===== config.mk =====
export PLATFORM = sky130hd
export DESIGN_NAME = tbase_counter
export DESIGN_NICKNAME = d
export VERILOG_FILES = /design/src/rtl/tbase_pkg.sv /design/src/rtl/tbase_prescaler.sv /design/src/rtl/tbase_count_core.sv /design/src/rtl/tbase_ctrl_regs.sv /design/src/rtl/tbase_counter.sv
export SDC_FILE = /design/constraint.sdc
export NUM_CORES = 1
export LEC_CHECK = 0
export ABC_AREA = 1
export BUFFER_PORTS_ARGS = -buffer_cell sky130_fd_sc_hd__buf_2
export CORE_ASPECT_RATIO = 0.5
export CORE_MARGIN = 4
export CORE_UTILIZATION = 32
export DETAILED_ROUTE_END_ITERATION = 6
export SETUP_SLACK_MARGIN = 0.05
export SLEW_MARGIN = 0
export SYNTH_ARGS = -nofsm -noshare
export SYNTH_HDL_FRONTEND = slang
export SYNTH_SLANG_ARGS = --single-unit

===== constraint.sdc =====
create_clock -name clk -period 1.8 [get_ports clk]
set_input_delay 0.45 -clock clk [delete_from_list [all_inputs] [get_ports clk]]
set_output_delay 0.45 -clock clk [all_outputs]
set_load 0.03 [all_outputs]

===== src/rtl/tbase_pkg.sv =====
package tbase_pkg;

  localparam int PRE_W = 6;

  localparam logic [1:0] A_CTRL = 2'd0;
  localparam logic [1:0] A_CMP  = 2'd1;
  localparam logic [1:0] A_CNT  = 2'd2;
  localparam logic [1:0] A_RSVD = 2'd3;

  localparam int B_RUN  = 2;
  localparam int B_MCLR = 3;
  localparam int B_OIE  = 4;
  localparam int B_CIE  = 5;
  localparam int B_OFL  = 6;
  localparam int B_CFL  = 7;
  localparam int B_SCLR = 8;

  typedef enum logic [1:0] {
    DIV_4  = 2'd0,
    DIV_16 = 2'd1,
    DIV_32 = 2'd2,
    DIV_64 = 2'd3
  } div_sel_e;

  typedef struct packed {
    logic     cmp_ie;
    logic     ovf_ie;
    logic     mclr;
    logic     run;
    div_sel_e div;
  } ctrl_t;

  function automatic int unsigned div_log2(div_sel_e s);
    case (s)
      DIV_4:   return 2;
      DIV_16:  return 4;
      DIV_32:  return 5;
      default: return 6;
    endcase
  endfunction

endpackage


===== src/rtl/tbase_prescaler.sv =====
module tbase_prescaler
  import tbase_pkg::*;
#(
  parameter int PW = PRE_W
) (
  input  logic     clk,
  input  logic     rst_n,
  input  logic     run,
  input  logic     restart,
  input  div_sel_e div,
  output logic     tick
);

  logic [PW-1:0] ph_q;
  logic [PW-1:0] ph_d;
  logic [PW-1:0] mask;
  logic          ph_en;

  always_comb begin
    mask = ~({PW{1'b1}} << div_log2(div));
    tick = run && ((ph_q & mask) == mask);
  end

  always_comb begin
    ph_en = restart | run;
    if (restart)   ph_d = '0;
    else if (tick) ph_d = '0;
    else           ph_d = ph_q + 1'b1;
  end

  always_ff @(posedge clk or negedge rst_n) begin
    if (!rst_n)     ph_q <= '0;
    else if (ph_en) ph_q <= ph_d;
  end

endmodule


===== src/rtl/tbase_count_core.sv =====
module tbase_count_core #(
  parameter int CNT_W = 16
) (
  input  logic             clk,
  input  logic             rst_n,
  input  logic             tick,
  input  logic             sw_clr,
  input  logic             load,
  input  logic [CNT_W-1:0] load_val,
  input  logic [CNT_W-1:0] cmp_val,
  input  logic             mclr,
  output logic [CNT_W-1:0] cnt,
  output logic             ovf_evt,
  output logic             cmp_evt
);

  logic [CNT_W-1:0] cnt_q;
  logic [CNT_W-1:0] cnt_d;
  logic             step_ok;
  logic             hit;
  logic             wrap_clr;
  logic             cnt_en;

  always_comb begin
    step_ok  = tick & ~sw_clr & ~load;
    hit      = (cnt_q == cmp_val);
    cmp_evt  = step_ok & hit;
    wrap_clr = cmp_evt & mclr;
    ovf_evt  = step_ok & ~wrap_clr & (&cnt_q);
    cnt_en   = sw_clr | load | step_ok;
    if (sw_clr)        cnt_d = '0;
    else if (load)     cnt_d = load_val;
    else if (wrap_clr) cnt_d = '0;
    else               cnt_d = cnt_q + 1'b1;
  end

  always_ff @(posedge clk or negedge rst_n) begin
    if (!rst_n)      cnt_q <= '0;
    else if (cnt_en) cnt_q <= cnt_d;
  end

  assign cnt = cnt_q;

endmodule


===== src/rtl/tbase_ctrl_regs.sv =====
module tbase_ctrl_regs
  import tbase_pkg::*;
#(
  parameter int CNT_W = 16
) (
  input  logic             clk,
  input  logic             rst_n,
  input  logic             wr_en,
  input  logic [1:0]       wr_addr,
  input  logic [CNT_W-1:0] wr_data,
  input  logic             ovf_evt,
  input  logic             cmp_evt,
  output ctrl_t            ctrl,
  output logic [CNT_W-1:0] cmp_val,
  output logic [1:0]       flags,
  output logic             sw_clr,
  output logic             restart,
  output logic             load
);

  localparam int NFLAG = 2;

  ctrl_t            ctrl_q;
  ctrl_t            ctrl_d;
  logic [CNT_W-1:0] cmp_q;
  logic             ctrl_wr;
  logic             cmp_wr;
  logic             div_chg;
  logic [NFLAG-1:0] evt_v;

  always_comb begin
    ctrl_wr = wr_en && (wr_addr == A_CTRL);
    cmp_wr  = wr_en && (wr_addr == A_CMP);
    load    = wr_en && (wr_addr == A_CNT);
    sw_clr  = ctrl_wr & wr_data[B_SCLR];
    div_chg = ctrl_wr && (wr_data[1:0] != ctrl_q.div);
    restart = sw_clr | div_chg;
    ctrl_d.div    = div_sel_e'(wr_data[1:0]);
    ctrl_d.run    = wr_data[B_RUN];
    ctrl_d.mclr   = wr_data[B_MCLR];
    ctrl_d.ovf_ie = wr_data[B_OIE];
    ctrl_d.cmp_ie = wr_data[B_CIE];
    evt_v = {cmp_evt, ovf_evt};
  end

  always_ff @(posedge clk or negedge rst_n) begin
    if (!rst_n)       ctrl_q <= '0;
    else if (ctrl_wr) ctrl_q <= ctrl_d;
  end

  always_ff @(posedge clk or negedge rst_n) begin
    if (!rst_n)      cmp_q <= '1;
    else if (cmp_wr) cmp_q <= wr_data;
  end

  for (genvar g = 0; g < NFLAG; g++) begin : g_flag
    localparam int BP = (g == 0) ? B_OFL : B_CFL;
    logic fl_q;
    logic fl_d;
    logic fl_en;
    always_comb begin
      fl_en = evt_v[g] | ctrl_wr;
      fl_d  = evt_v[g] | wr_data[BP];
    end
    always_ff @(posedge clk or negedge rst_n) begin
      if (!rst_n)     fl_q <= 1'b0;
      else if (fl_en) fl_q <= fl_d & (fl_q | evt_v[g]);
    end
    assign flags[g] = fl_q;
  end

  assign ctrl    = ctrl_q;
  assign cmp_val = cmp_q;

endmodule


===== src/rtl/tbase_counter.sv =====
module tbase_counter
  import tbase_pkg::*;
#(
  parameter int CNT_W = 16
) (
  input  logic             clk,
  input  logic             rst_n,
  input  logic             wr_en,
  input  logic [1:0]       wr_addr,
  input  logic [CNT_W-1:0] wr_data,
  input  logic [1:0]       rd_addr,
  output logic [CNT_W-1:0] rd_data,
  output logic [CNT_W-1:0] count_o,
  output logic             irq_o
);

  ctrl_t            ctrl_q;
  logic [CNT_W-1:0] cmp_q;
  logic [1:0]       flag_q;
  logic             sw_clr;
  logic             restart;
  logic             load;
  logic             tick;
  logic             ovf_evt;
  logic             cmp_evt;
  logic [CNT_W-1:0] cnt;

  tbase_ctrl_regs #(.CNT_W(CNT_W)) regs_i (
    .clk     (clk),
    .rst_n   (rst_n),
    .wr_en   (wr_en),
    .wr_addr (wr_addr),
    .wr_data (wr_data),
    .ovf_evt (ovf_evt),
    .cmp_evt (cmp_evt),
    .ctrl    (ctrl_q),
    .cmp_val (cmp_q),
    .flags   (flag_q),
    .sw_clr  (sw_clr),
    .restart (restart),
    .load    (load)
  );

  tbase_prescaler #(.PW(PRE_W)) pre_i (
    .clk     (clk),
    .rst_n   (rst_n),
    .run     (ctrl_q.run),
    .restart (restart),
    .div     (ctrl_q.div),
    .tick    (tick)
  );

  tbase_count_core #(.CNT_W(CNT_W)) core_i (
    .clk      (clk),
    .rst_n    (rst_n),
    .tick     (tick),
    .sw_clr   (sw_clr),
    .load     (load),
    .load_val (wr_data),
    .cmp_val  (cmp_q),
    .mclr     (ctrl_q.mclr),
    .cnt      (cnt),
    .ovf_evt  (ovf_evt),
    .cmp_evt  (cmp_evt)
  );

  always_comb begin
    rd_data = '0;
    case (rd_addr)
      A_CTRL: begin
        rd_data[1:0]   = ctrl_q.div;
        rd_data[B_RUN] = ctrl_q.run;
        rd_data[B_MCLR]= ctrl_q.mclr;
        rd_data[B_OIE] = ctrl_q.ovf_ie;
        rd_data[B_CIE] = ctrl_q.cmp_ie;
        rd_data[B_OFL] = flag_q[0];
        rd_data[B_CFL] = flag_q[1];
      end
      A_CMP:   rd_data = cmp_q;
      A_CNT:   rd_data = cnt;
      default: rd_data = '0;
    endcase
  end

  assign count_o = cnt;
  assign irq_o   = (flag_q[0] & ctrl_q.ovf_ie) | (flag_q[1] & ctrl_q.cmp_ie);

endmodule


* Yosys cells after proc, flatten, opt, wreduce, memory -nomap -nowiden
Index checks and enable logic that the tools add are counted.
Cells by class: $mul 0, equality and inequality tests 9, $add $sub $neg 2, multiplexer cells 8, div/mod/pow operators 0, bitwise gates (word level) 27, $lt $le $gt $ge 0, reductions and logical operators 9, shift-type cells 1
Operator list (number):
- 16-bit two-way mux | 3
- 8-bit case mux with 3 select lines | 1
- 16-bit by 1-bit adder with 16-bit output (second input constant) | 1
- 16-bit equality test | 1
- 8-bit case mux with 2 select lines | 1
- 16-bit AND reduction | 1
- 6-bit two-way mux | 2
- 1-bit bitwise AND | 11
- 1-bit OR | 11
- 3-bit case mux with 3 select lines | 1
- 6-bit by 1-bit adder with 6-bit output (second input constant) | 1
- 6-bit bitwise AND | 1
- 2-bit by 1-bit equality test with 1-bit output (second input constant) | 3
- 2-bit equality test (second input constant) | 3
- 6-bit equality test | 1
- 2-bit logical NOT | 3
- 6-bit NOT | 1
- 6-bit by 3-bit << shifter with 6-bit output (first input constant) | 1
- 1-bit logical AND | 5
- 1-bit NOT | 3
- 2-bit inequality test | 1
Storage, ports and cells: logic and storage cells 66, memory bits (read-only) 0, latch bits 0, memories 0, output and inout bits 33, bits in registers 46, RAM bits 0

* Depth between registers and ports, before layout
depth in word-level cells 16, mapped depth 13, depth with buffers taken out 11

* By module
Synthesis repeated with hierarchy kept, for this count alone.
Unflattened totals: cell total of the unflattened synthesis 542, area total of the unflattened synthesis 3574.7 µm²
By module, submodules not included:
- tbase_count_core | instances 1, sequential area each 400.4 µm², area each 1612.8 µm², cells each 286
- tbase_ctrl_regs | instances 1, sequential area each 620.6 µm², area each 1144.8 µm², cells each 117
- tbase_counter | instances 1, sequential area each 0.0 µm², area each 435.4 µm², cells each 88
- tbase_prescaler | instances 1, sequential area each 150.1 µm², area each 381.6 µm², cells each 51

* Worst setup path before layout
Ideal clock, no wire load.
kind input port to output port, from in rd_addr[0], to out rd_data[11], arrival 1.725 ns, data required time 1.350 ns, setup slack -0.375 ns, stages 6, path through inv_1 -> ha_1 -> clkbuf_1 -> clkbuf_1 -> nand2_1 -> a21oi_1
Between the ends: cells in the longest elaborated chain, start to end 2, elaborated cells on any way between the ends 3, those cells by class eq/ne: 2; mux: 1
RTL lines:
- start: declaration | line tbase_counter.sv:11 | input logic [1:0] rd_addr,
- 2-bit equality test or 2-bit by 1-bit equality test with 1-bit output (tied branches) | line tbase_counter.sv:69 | case (rd_addr)
- 8-bit case mux with 2 select lines * | line tbase_counter.sv:69
- end: declaration | line tbase_counter.sv:12 | output logic [CNT_W-1:0] rd_data,
Mark *: on every way between the ends. The rest lies on a longest branch, timed or not.

* Worst setup path after layout
from in rd_addr[0], to out rd_data[15]
The elaborated chain is that of the path after synthesis.

==> PnR_summary.wiki <==
{| class="wikitable"
! Metric !! Value
|-
| GR Util met3 || 0.0291
|-
| Width of the die || approximately 150 µm
|-
| Average cell area after synthesis || 6.71 µm²
|-
| Register area share after synthesis || 0.351
|-
| Fill cell instance count of the final layout || 1023
|-
| Top-area cell type share of the netlist area || 0.225
|-
| Part of the total power dissipated in sequential elements || 0.314
|-
| Basic-gate share of the synthesized area counting and, or, nand and nor cells || 0.380
|-
| Top cell type by total area after synthesis || sky130_fd_sc_hd__dfrtp_1
|-
| Area growth from synthesis to layout || 42.0%
|-
| Worst hold path type || in -> async
|-
| Die outline area || 12200 µm²
|-
| Worst clock skew || 0.00662 ns
|-
| Post-synthesis compound-gate area fraction || 0.101
|-
| Launch instance of the worst register-to-register path || regs_i.cmp_val[9]$_DFFE_PN1P_
|-
| Worst rel slew slack || 0.791
|-
| P per Cell Area || around 1100 nW/µm²
|-
| Total Routed Length || slightly below 10000 µm
|-
| Required time reported for the critical path endpoint || 1.35 ns
|-
| Synth cell count leaders || sky130_fd_sc_hd__nand2_1 (194), sky130_fd_sc_hd__inv_1 (52), sky130_fd_sc_hd__dfrtp_1 (30), sky130_fd_sc_hd__o21ai_0 (30)
|-
| Number of cells on the worst reg-to-reg path || 12
|-
| Biggest fanout along the worst timing path || 8
|-
| Reg-to-Reg End || core_i.cnt[10]$_DFFE_PN0P_
|-
| Clock tree from TritonCTS || done
|-
| Number of violations reported at the end of detailed-routing iteration 0 || ~140
|-
| Synthesis warning total || 0
|-
| Main combinational cell family by area after synthesis || simple AND/OR/NAND/NOR gates
|-
| Actual transition at the worst max-transition pin || ~0.31 ns
|-
| Number of antenna violations at the first check in global routing || 0
|-
| Number of iterations in the first detailed-routing pass || 5
|-
| Delay-heaviest family, CP || buffers and inverters
|-
| Total inserted antenna cells || 0
|-
| Top-Level Pins || 56
|-
| Design internal power || approximately 0.0029 W
|-
| Pin count of the biggest net entering global routing || between 40 and 50
|-
| Initial cell density of the core || 0.327
|-
| Number of hold violations in the final report || 0
|-
| Clock insertion delay at the later pin of the skew report || 0.29 ns
|-
| Failing checks || setup timing
|-
| Switching part of the total power || 0.436
|-
| Relative contribution of combinational cells to total power || 0.509
|-
| Achievable Freq || around 0.55 GHz
|-
| Number of different library cells in the post-synthesis netlist || 35
|-
| Most used standard cell by instance count after synthesis || sky130_fd_sc_hd__nand2_1
|-
| Number of sinks on the clock net || 46
|-
| Dpl ws || -0.148 ns
|-
| Number of nets in the layout || approximately 630
|-
| Ratio of final minimum period to clock period || 1.01
|-
| Critical path buffers and inverters || 5
|-
| Met1 global-route usage || 0.233
|-
| Maximum cell stage delay along the critical path || around 0.25 ns
|-
| GRT overflow || 0
|-
| Wire length of the first global-routing pass || 16400 µm
|-
| Total global routing track utilization || 0.168
|-
| Slowest stage cell, crit path || sky130_fd_sc_hd__ha_4
|-
| Post-route cell area || between 4000 and 5000 µm²
|-
| Main synth FF type || sky130_fd_sc_hd__dfrtp_1
|-
| H-tree levels || 2
|-
| CP startpoint kind || input pin
|-
| Synthesized netlist net count || 527
|-
| Parity-gate share of the synthesized area counting xor and xnor cells || 0.0289
|-
| Switching power summed over all nets || 0.00226 W
|-
| Number of nets with antenna violations after detailed routing || 0
|-
| Vias in the first global route || approximately 3200
|-
| Hold buffer count at cts || 0
|-
| Max_cap viols || 0
|-
| Post-synth EDFFs || 0
|-
| Worst Setup End Kind || primary output
|-
| Most Frequent Cell on Critical Path || sky130_fd_sc_hd__buf_12
|-
| Placeable core region || approximately 10000 µm²
|-
| Half-perimeter wire length after detailed placement || 7150 µm
|-
| Clock Root Buffer || sky130_fd_sc_hd__clkbuf_16
|-
| Minimum clock period after layout || ~1.8 ns
|-
| Count of final setup violators || 3
|-
| Maximum ir drop on the vdd rail || roughly 0.00042 V
|-
| Count of vias placed by the detailed router || around 3400
|-
| Buffer levels on the longest clock path || 2
|-
| Clock transition at path regs || ~0.060 ns
|-
| DR WL/cell || between 10 and 15 µm
|-
| Met2 Usage GRT || 0.274
|-
| RSZ-0062 raised after global routing || true
|-
| Number of standard-cell rows in the floorplan || 26
|-
| Post-synth design cell area || between 3000 and 4000 µm²
|-
| Number of standard cells in the final layout excluding fillers || 737
|-
| Number of buffers created by CTS || 5
|-
| Clock network power share || 0.177
|-
| Post-route worst setup slack || -0.0202 ns
|-
| Proportion of synthesized area in mux cells || 0.00675
|-
| Fraction of the mapped netlist area in adder cells || 0.0263
|-
| Placed Cells incl. Taps || 725
|-
| Final count of pins violating max slew || 0
|-
| Fraction of final layout cells sized beyond drive strength 1 || 0.382
|-
| Post-synthesis async set-or-reset flop share || 1.00
|-
| Die extent in y || 80.2 µm
|-
| Gpl congestion || between 0.8 and 0.9
|-
| Port Buffer Count || 55
|-
| Largest cells by area after synthesis || sky130_fd_sc_hd__dfrtp_1 (23%), sky130_fd_sc_hd__nand2_1 (22%), sky130_fd_sc_hd__dfstp_2 (13%)
|-
| CP Class || in -> out
|-
| DRC violations left || 0
|-
| Status || complete, but fails checks
|-
| Vias per Instance || 4.64
|-
| WP data arrival || ~1.4 ns
|-
| Cells after synthesis || about 500
|-
| Placed instance area || around 4200 µm²
|-
| Number of synthesized register bits || 46
|-
| Most used routing layer || met2
|-
| Critical-path cell list || buf_12 -> inv_12 -> ha_4 -> clkinvlp_4 -> buf_12 -> a21oi_4 -> buf_6
|-
| Leakage power || 2.41 nW
|-
| Reg-to-reg slack, setup || roughly 0.090 ns
|}
-- power by group through the flow --
| stage | Combinational (W) | Clock, W | Sequential (W) |
|---|---|---|---|
| floorplan | 0.00131 | 0 | 0.00189 |
| global placement | 0.00238 | 0 | 0.00161 |
| detailed placement | 0.00240 | 0 | 0.00162 |
| CTS | 0.00251 | 0.000937 | 0.00160 |
| global route | 0.00291 | 0.000977 | 0.00167 |
| finish | 0.00263 | 0.000913 | 0.00163 |
-- stage by stage --
stage | power (W) | setup TNS [ns] | util | hold WS, ns
CTS | 0.00505 | 0 | 0.451 | 0.146
detailed placement | 0.00402 | -1.81 | 0.417 | 0.459
global route | 0.00556 | -0.338 | 0.465 | 0.168
global placement | 0.00399 | -1.70 | 0.417 | 0.455
finish | 0.00517 | -0.0214 | 0.465 | 0.139
floorplan | 0.00321 | 0 | - | 0.154
-- routing by layer --
layer | up-vias | wire length, µm
li1 | 1748 | -
met1 | 1615 | 4900
met2 | 53 | 4610
met3 | 7 | 315
met4 | 0 | 98
met5 | - | 0
-- cell families (layout without fill, tap and decap cells) --
family	Yosys count	after routing
buffers and inverters	84	184
XOR/XNOR	11	11
AO/OA/AOI/OAI	65	65
multiplexers	2	2
AND/OR/NAND/NOR	282	282
flip-flops	46	46
adder cells (fa/ha/maj)	7	7
-- state kept, by name, indices dropped and copies added, names as in the netlist --
signal,cells
regs_i.g_flag.fl_q,2
regs_i.cmp_val,16
regs_i.ctrl,6
pre_i.ph_q,6
core_i.cnt,16
-- repair_timing --
action	in CTS	in global routing
setup buffers	0	2
gates resized for setup	46	48
endpoints found under the setup margin	19	34
pin swaps	1	27
cloned	2	0
-- cells in the final DEF (no fill, tap or decap), types with 8 or more instances in the layout --
cell / count
sky130_fd_sc_hd__a21oi_1: 17
sky130_fd_sc_hd__a21oi_4: 8
sky130_fd_sc_hd__buf_2: 37
sky130_fd_sc_hd__buf_4: 42
sky130_fd_sc_hd__buf_6: 20
sky130_fd_sc_hd__dfrtp_1: 27
sky130_fd_sc_hd__dfstp_2: 16
sky130_fd_sc_hd__inv_1: 42
sky130_fd_sc_hd__inv_2: 20
sky130_fd_sc_hd__nand2_1: 178
sky130_fd_sc_hd__nand2_2: 26
sky130_fd_sc_hd__nand3_1: 9
sky130_fd_sc_hd__nand3_2: 11
sky130_fd_sc_hd__nand4_1: 9
sky130_fd_sc_hd__nor2_1: 23
sky130_fd_sc_hd__o21ai_0: 25
sky130_fd_sc_hd__o21ai_1: 10
sky130_fd_sc_hd__xor2_1: 11
-- layout make-up --
type,count,area (µm²),area share
Inverter,68,283,0.0597
Timing Repair Buffer,108,921,0.195
Tap cell,140,175,0.0370
Clock buffer,8,136,0.0288
Multi-Input combinational cell,367,2040,0.432
Sequential cell,46,1170,0.248
-- worst max path at each step --
stage                    start  depth (start not counted)          end  slack [ns]
floorplan           rd_addr[0]                          4  rd_data[10]        0.03
global placement    rd_addr[0]                          7   rd_data[9]       -0.14
detailed placement  rd_addr[0]                          7   rd_data[9]       -0.15
CTS                 rd_addr[0]                          7   rd_data[9]       0.002
global route        rd_addr[1]                          7  rd_data[15]       -0.04
finish              rd_addr[0]                          7  rd_data[15]       -0.02
(Power assumes the default switching activity.)
